## src/rtl/adc_fmt_pkg.sv

```systemverilog
package adc_fmt_pkg;

   typedef enum logic {
      ENC_OFFSET = 1'b0,
      ENC_TWOS   = 1'b1
   } enc_e;

   typedef struct packed {
      enc_e enc;
      logic interleave;
   } fmt_cfg_t;

endpackage

```

## src/rtl/cfmt_clamp.sv

```systemverilog
module cfmt_clamp #(
   parameter int W            = 14,
   parameter bit OVR_POS_WINS = 1'b1
) (
   input  logic [W-1:0] raw,
   input  logic         ovr_pos,
   input  logic         ovr_neg,
   output logic [W-1:0] code
);
   localparam logic [W-1:0] FS_HIGH = {W{1'b1}};
   localparam logic [W-1:0] FS_LOW  = {W{1'b0}};

   generate
      if (OVR_POS_WINS) begin : g_pos_first
         always_comb begin
            if (ovr_pos)      code = FS_HIGH;
            else if (ovr_neg) code = FS_LOW;
            else              code = raw;
         end
      end else begin : g_neg_first
         always_comb begin
            if (ovr_neg)      code = FS_LOW;
            else if (ovr_pos) code = FS_HIGH;
            else              code = raw;
         end
      end
   endgenerate
endmodule

```

## src/rtl/cfmt_lane.sv

```systemverilog
module cfmt_lane #(
   parameter int W = 14
) (
   input  logic         clk,
   input  logic         rst_n,
   input  logic         load,
   input  logic [W-1:0] d,
   output logic [W-1:0] q
);
   localparam logic [W-1:0] MID_OB = {1'b1, {(W-1){1'b0}}};

   always_ff @(posedge clk) begin
      if (!rst_n)    q <= MID_OB;
      else if (load) q <= d;
   end
endmodule

```

## src/rtl/cfmt_ctrl.sv

```systemverilog
module cfmt_ctrl
   import adc_fmt_pkg::*;
(
   input  logic     clk,
   input  logic     rst_n,
   input  logic     stb,
   input  logic     fmt_in,
   input  logic     mux_in,
   output fmt_cfg_t cfg_q,
   output logic     phase_q
);
   fmt_cfg_t cfg_d;

   always_comb begin
      cfg_d.enc        = fmt_in ? ENC_TWOS : ENC_OFFSET;
      cfg_d.interleave = mux_in;
   end

   always_ff @(posedge clk) begin
      if (!rst_n) begin
         cfg_q   <= cfg_d;
         phase_q <= 1'b0;
      end else if (stb) begin
         cfg_q   <= cfg_d;
         phase_q <= 1'b0;
      end else if (cfg_q.interleave) begin
         phase_q <= 1'b1;
      end
   end
endmodule

```

## src/rtl/cfmt_drive.sv

```systemverilog
module cfmt_drive
   import adc_fmt_pkg::*;
#(
   parameter int W = 14
) (
   input  logic [W-1:0] word_a,
   input  logic [W-1:0] word_b,
   input  fmt_cfg_t     cfg,
   input  logic         phase,
   output logic [W-1:0] bus_a,
   output logic [W-1:0] bus_b,
   output logic         oe_b
);
   logic [W-1:0] flip;
   logic [W-1:0] pick_a;

   always_comb begin
      flip   = {(cfg.enc == ENC_TWOS), {(W-1){1'b0}}};
      pick_a = (cfg.interleave && phase) ? word_b : word_a;
      bus_a  = pick_a ^ flip;
      bus_b  = word_b ^ flip;
      oe_b   = !cfg.interleave;
   end
endmodule

```

## src/rtl/adc_out_formatter.sv

```systemverilog
module adc_out_formatter
   import adc_fmt_pkg::*;
#(
   parameter int W            = 14,
   parameter bit OVR_POS_WINS = 1'b1
) (
   input  logic         clk,
   input  logic         rst_n,
   input  logic         smp_stb,
   input  logic [W-1:0] smp_a,
   input  logic         ovp_a,
   input  logic         ovn_a,
   input  logic [W-1:0] smp_b,
   input  logic         ovp_b,
   input  logic         ovn_b,
   input  logic         fmt_twos,
   input  logic         mux_en,
   output logic [W-1:0] bus_a,
   output logic [W-1:0] bus_b,
   output logic         bus_b_oe,
   output logic         mux_phase
);
   localparam int NCH = 2;

   generate
      if (W < 2) begin : g_bad_width
         $error("adc_out_formatter: W must be at least 2");
      end
   endgenerate

   logic [NCH-1:0][W-1:0] raw;
   logic [NCH-1:0]        opos;
   logic [NCH-1:0]        oneg;
   logic [NCH-1:0][W-1:0] clamped;
   logic [NCH-1:0][W-1:0] held;
   fmt_cfg_t              cfg_q;
   logic                  phase_q;

   assign raw  = {smp_b, smp_a};
   assign opos = {ovp_b, ovp_a};
   assign oneg = {ovn_b, ovn_a};

   genvar ch;
   generate
      for (ch = 0; ch < NCH; ch++) begin : g_ch
         cfmt_clamp #(.W(W), .OVR_POS_WINS(OVR_POS_WINS)) u_clamp (
            .raw     (raw[ch]),
            .ovr_pos (opos[ch]),
            .ovr_neg (oneg[ch]),
            .code    (clamped[ch])
         );
         cfmt_lane #(.W(W)) u_lane (
            .clk   (clk),
            .rst_n (rst_n),
            .load  (smp_stb),
            .d     (clamped[ch]),
            .q     (held[ch])
         );
      end
   endgenerate

   cfmt_ctrl u_ctrl (
      .clk     (clk),
      .rst_n   (rst_n),
      .stb     (smp_stb),
      .fmt_in  (fmt_twos),
      .mux_in  (mux_en),
      .cfg_q   (cfg_q),
      .phase_q (phase_q)
   );

   cfmt_drive #(.W(W)) u_drive (
      .word_a (held[0]),
      .word_b (held[1]),
      .cfg    (cfg_q),
      .phase  (phase_q),
      .bus_a  (bus_a),
      .bus_b  (bus_b),
      .oe_b   (bus_b_oe)
   );

   assign mux_phase = phase_q;
endmodule

```

## config.mk

```make
export PLATFORM = sky130hd
export DESIGN_NAME = adc_out_formatter
export DESIGN_NICKNAME = d
export VERILOG_FILES = /design/src/rtl/adc_fmt_pkg.sv /design/src/rtl/cfmt_clamp.sv /design/src/rtl/cfmt_lane.sv /design/src/rtl/cfmt_ctrl.sv /design/src/rtl/cfmt_drive.sv /design/src/rtl/adc_out_formatter.sv
export SDC_FILE = /design/constraint.sdc
export NUM_CORES = 1
export LEC_CHECK = 0
export ABC_AREA = 1
export CAP_MARGIN = 25
export CORE_MARGIN = 2
export CORE_UTILIZATION = 43
export DETAILED_ROUTE_END_ITERATION = 10
export PLACE_DENSITY = 0.8
export SLEW_MARGIN = 20
export SYNTH_ARGS = -nofsm -noshare
export SYNTH_HDL_FRONTEND = slang
export SYNTH_SLANG_ARGS = --single-unit
```

## constraint.sdc

```tcl
create_clock -name clk -period 1.5 [get_ports clk]
set_clock_uncertainty 0.2 [all_clocks]
set_input_delay 0.3 -clock clk [delete_from_list [all_inputs] [get_ports clk]]
set_output_delay 0.3 -clock clk [all_outputs]
set_load 0.01 [all_outputs]
```

* Word level (Yosys, flattened, before mapping)
Index checks and enable logic that the tools add are counted.
** Storage, ports and cells
- Input bits :: 37
- Bits in registers :: 31
- Logic and storage cells :: 20
- Output and inout port bits :: 30
** Operators by class
- Reductions and logical operators :: 3
- Mux-type cells :: 8
- Equality and inequality tests :: 1
- Bitwise operators :: 3
** Operators with widths (count)
- $mux W14 :: 5
- $xor A14 B14 Y14 :: 2
- $mux W2 :: 2
- $ne A2 B1 Y1 const B :: 1
- $reduce_or A2 Y1 :: 1
- $logic_and A1 B1 Y1 :: 1
- $logic_not A1 Y1 :: 1
- $mux W1 :: 1
- $not A1 Y1 :: 1

* Longest topological paths before layout
- Depth in word-level cells :: 3
- Depth in mapped cells :: 5
- Mapped depth without buffers :: 4

* Hierarchy
Synthesis repeated with hierarchy kept, for this count alone.
** Second synthesis, totals
- Cells, all modules :: 315
- Area, all modules :: 1941.9 um2
** Modules (own cells, without submodules)
- cfmt_lane :: sequential area each 280.3 um2, instances 2, cells each 87, area an instance 581.8 um2
- cfmt_drive :: sequential area each 0.0 um2, instances 1, cells each 70, area an instance 410.4 um2
- cfmt_clamp :: sequential area each 0.0 um2, instances 2, cells each 32, area an instance 133.9 um2
- cfmt_ctrl :: sequential area each 80.1 um2, instances 1, cells each 7, area an instance 100.1 um2

* Least setup slack after synthesis
No wires, ideal clock.
- Path kind :: register to output
- Start :: register u_ctrl.cfg_q[0] (netlist name)
- End :: output bus_a[0]
- Slack :: 112 ps
- Buffers on the path :: 2
- Arrival time :: 888 ps
- Cell stages (with the launch flop) :: 6
- Required time :: 1000 ps
- Cell sequence :: edfxtp_1 -> buf_4 -> nand2_2 -> buf_4 -> nand2_1 -> nand2_1
** Between the ends
- Longest elaborated chain between the ends :: 3
** RTL lines
- $logic_and A1 B1 Y1 :: RTL line cfmt_drive.sv:19 : pick_a = (cfg.interleave && phase) ? word_b : word_a;
- $mux W14 :: RTL line cfmt_drive.sv:19
- $xor A14 B14 Y14 :: RTL line cfmt_drive.sv:20 : bus_a = pick_a ^ flip;
- end: declaration :: RTL line adc_out_formatter.sv:18 : output logic [W-1:0] bus_a,
Every way passes these cells.

* Final worst setup path
- Start :: register u_ctrl.cfg_q[0] (netlist name)
- End :: output bus_a[13]
** Between the ends
- Longest elaborated chain between the ends :: 3
** RTL lines (RTL line)
- $logic_and A1 B1 Y1 :: cfmt_drive.sv:19
- $mux W14 :: cfmt_drive.sv:19
- $xor A14 B14 Y14 :: cfmt_drive.sv:20
Every way passes these cells.

==> metrics <==
status finished, violations left; failing checks negative setup slack; commonest non-fill, non-tap cell in the layout nand2_1; Mapped Area about 1700 um^2; most frequent cells in the layout nand2_1, clkdlybuf4s50_1, buf_4; Sw Pwr between 600 and 700 uW; post-synth top area share 0.3512; syn nets around 250; Die ar. between 4000 and 5000 um^2; Req. time, crit path 1.00 ns; cell mode on critical path buf_6; Initial Utilization 0.4481; Vias approximately 1,800; CTS tree done; Setup WS post-layout -0.3980 ns; Pwr Density ~800 nW/um^2; combinational power share 0.293; multi-input logic area between 800 and 900 um^2; FF+latch count, synth 31; Post-CTS Hold Fix Bufs 0; first-pass GRT wire length 8148 um; drt drc 0; NumNets Final between 300 and 400; Row Count 22; Chip Width between 60 and 70 um; initial DRC count 112; largest net degree at the start of global routing 18; CP cell instances buf_6 -> nand2_8 -> buf_6 -> nand2_4 -> nand3_2 -> nand2_1 -> buf_2; vias in the first global route roughly 1,700; clock buffer depth 2; top cell type by total area after synthesis dfxtp_1; fin crit share 1.265; drt first pass iters 4; CP max FO 7; final setup fails 17; routed wire length 5397 um; critical path arrival approximately 1.4 ns; CTS buffer count 5; Crit Path Category reg2out; max_slew headroom 0.7120; Worst Tran Pin Value approximately 0.43 ns; core area 3689 um^2; area post-placement 2344 um^2; CP endpoint kind primary output; Mean Syn Cell Area 7.833 um^2; final instance area about 2700 um^2; Max Slew Vio Count 0; crit path time final between 1.5 and 2 ns; Final Util 0.7296; antenna-violating nets left 0; highest clock rate around 0.53 GHz; final hold violations 0; register area share after synthesis 0.3876; Post-DP HPWL 3087 um; grt total ovfl 0; Root Buffer clkbuf_8; slowest stage cell, crit path edfxtp_1; Layout area overhead 62.83%; share of layout cells above drive strength 1 0.4214; clock network power share 0.278; Tot GR Track Use 0.2575; synthesized instance count about 210; Worst Hold Class reg2reg; die height 66 um; WL/cell about 16 um; slowest stage delay, CP 0.43 ns; vias per cell a little over 5; P_int between 1500 and 2000 uW; H-tree depth 2; startpoint type of the worst setup path register; Switching Fraction 0.2938; Pwr Total around 2200 uW; post-synth cell types 21; placer congestion estimate ~0.79; total negative slack -4.629 ns; Flop pwr share 0.429; RSZ-0062 raised after global routing yes; Sink Count 31; diode count 0; I/O pin cnt 67; Leakage Power about 0.0012 uW; IR drop worst, VDD approximately 0.53 mV; Synth area leaders dfxtp_1, nand2_1, a21oi_2; PortBufs between 60 and 70; Fillers approximately 290; antenna violations before repair 0; clock latency on the worst-skew pair 0.29 ns; synth warn 0; register area between 600 and 700 um^2; MaxCap Viol Count 0; clock slew at reported path FFs ~0.060 ns
cells in the mapped netlist, drive strengths merged:
master	instances
a21oi	26
buf	25
xor2	1
o21ai	26
inv	11
edfxtp	2
nand3	19
nand2	57
clkbuf	3
dfxtp	29
nor2	12
cell type report:
cell class | count | area share
flip-flops and latches | 31 | 0.2441
inverters | 11 | 0.01999
multi-input cells | 142 | 0.3199
repair buffers | 108 | 0.3654
clock buffers | 7 | 0.02836
well taps | 48 | 0.02232
routing by layer:
metal  part of all wire  wire (um)  global-route usage  vias up
met5                  0          0                   0        -
met4              0.041        223              0.1301        0
met3              0.064        343             0.07496       20
met2               0.50       2688              0.4381       83
met1               0.40       2141              0.2919      835
li1                   -          -                   -      851
power groups by stage:
| stage | Clock [uW] | Combinational (uW) | Sequential (uW) |
|---|---|---|---|
| 3_5_place_dp | 0 | 561 | 950 |
| 2_1_floorplan | 0 | 290 | 942 |
| 4_1_cts | 626 | 605 | 937 |
| 6_report | 616 | 648 | 948 |
| 5_1_grt | 653 | 690 | 952 |
| 3_3_place_gp | 0 | 554 | 949 |
final timing paths:
| kind | startpoint | to | slack [ns] | depth (start not counted) |
|---|---|---|---|---|
| max | u_ctrl.cfg_q[0]$_DFFE_PP_ | bus_a[13] | -0.40 | 7 |
| min | g_ch[0].u_lane.q[10]$_SDFFE_PN0P_ | g_ch[0].u_lane.q[10]$_SDFFE_PN0P_ | 0.34 | 2 |
| max reg2reg | u_ctrl.cfg_q[0]$_DFFE_PP_ | u_ctrl.phase_q$_SDFFE_PP0P_ | 0.33 | 4 |
| min reg2reg | g_ch[0].u_lane.q[10]$_SDFFE_PN0P_ | g_ch[0].u_lane.q[10]$_SDFFE_PN0P_ | 0.34 | 2 |
metrics by stage:
stage	std cells	setup slack [ns]	hold WS, ns
global placement	322	-0.3630	0.3086
detailed placement	322	-0.3851	0.3158
floorplan	211	0.1117	0.1989
finish	347	-0.3980	0.3408
CTS	344	-0.3675	0.3350
global route	347	-0.4407	0.3618
flip-flops by register name, summed over array words and instances, names as in the netlist:
signal and cells:
u_ctrl.phase_q 1, u_ctrl.cfg_q 2, g_ch.u_lane.q 28
kinds of logic (layout without fill, tap and decap cells):
group                  after synthesis  after routing  share of synthesized area
XOR/XNOR                             1              1                   0.005300
flip-flops                          31             31                     0.3876
AND/OR/NAND/NOR                     88             89                     0.2354
buffers and inverters               39            126                     0.1688
AO/OA/AOI/OAI                       52             52                     0.2029
critical path: cells and delay by family (launching register included):
family / cells / cell delay, ns
buffers and inverters: 3 / 0.41
DFF: 1 / 0.43
and+or+nand+nor: 4 / 0.25
what timing repair did:
| item | CTS | global route |
|---|---|---|
| pin swaps | 21 | 5 |
| setup endpoints to repair | 30 | 28 |
| buffers inserted | 13 | 3 |
| gates resized for setup | 130 | 27 |
| cloned | 2 | 0 |
(Power assumes the default switching activity.)
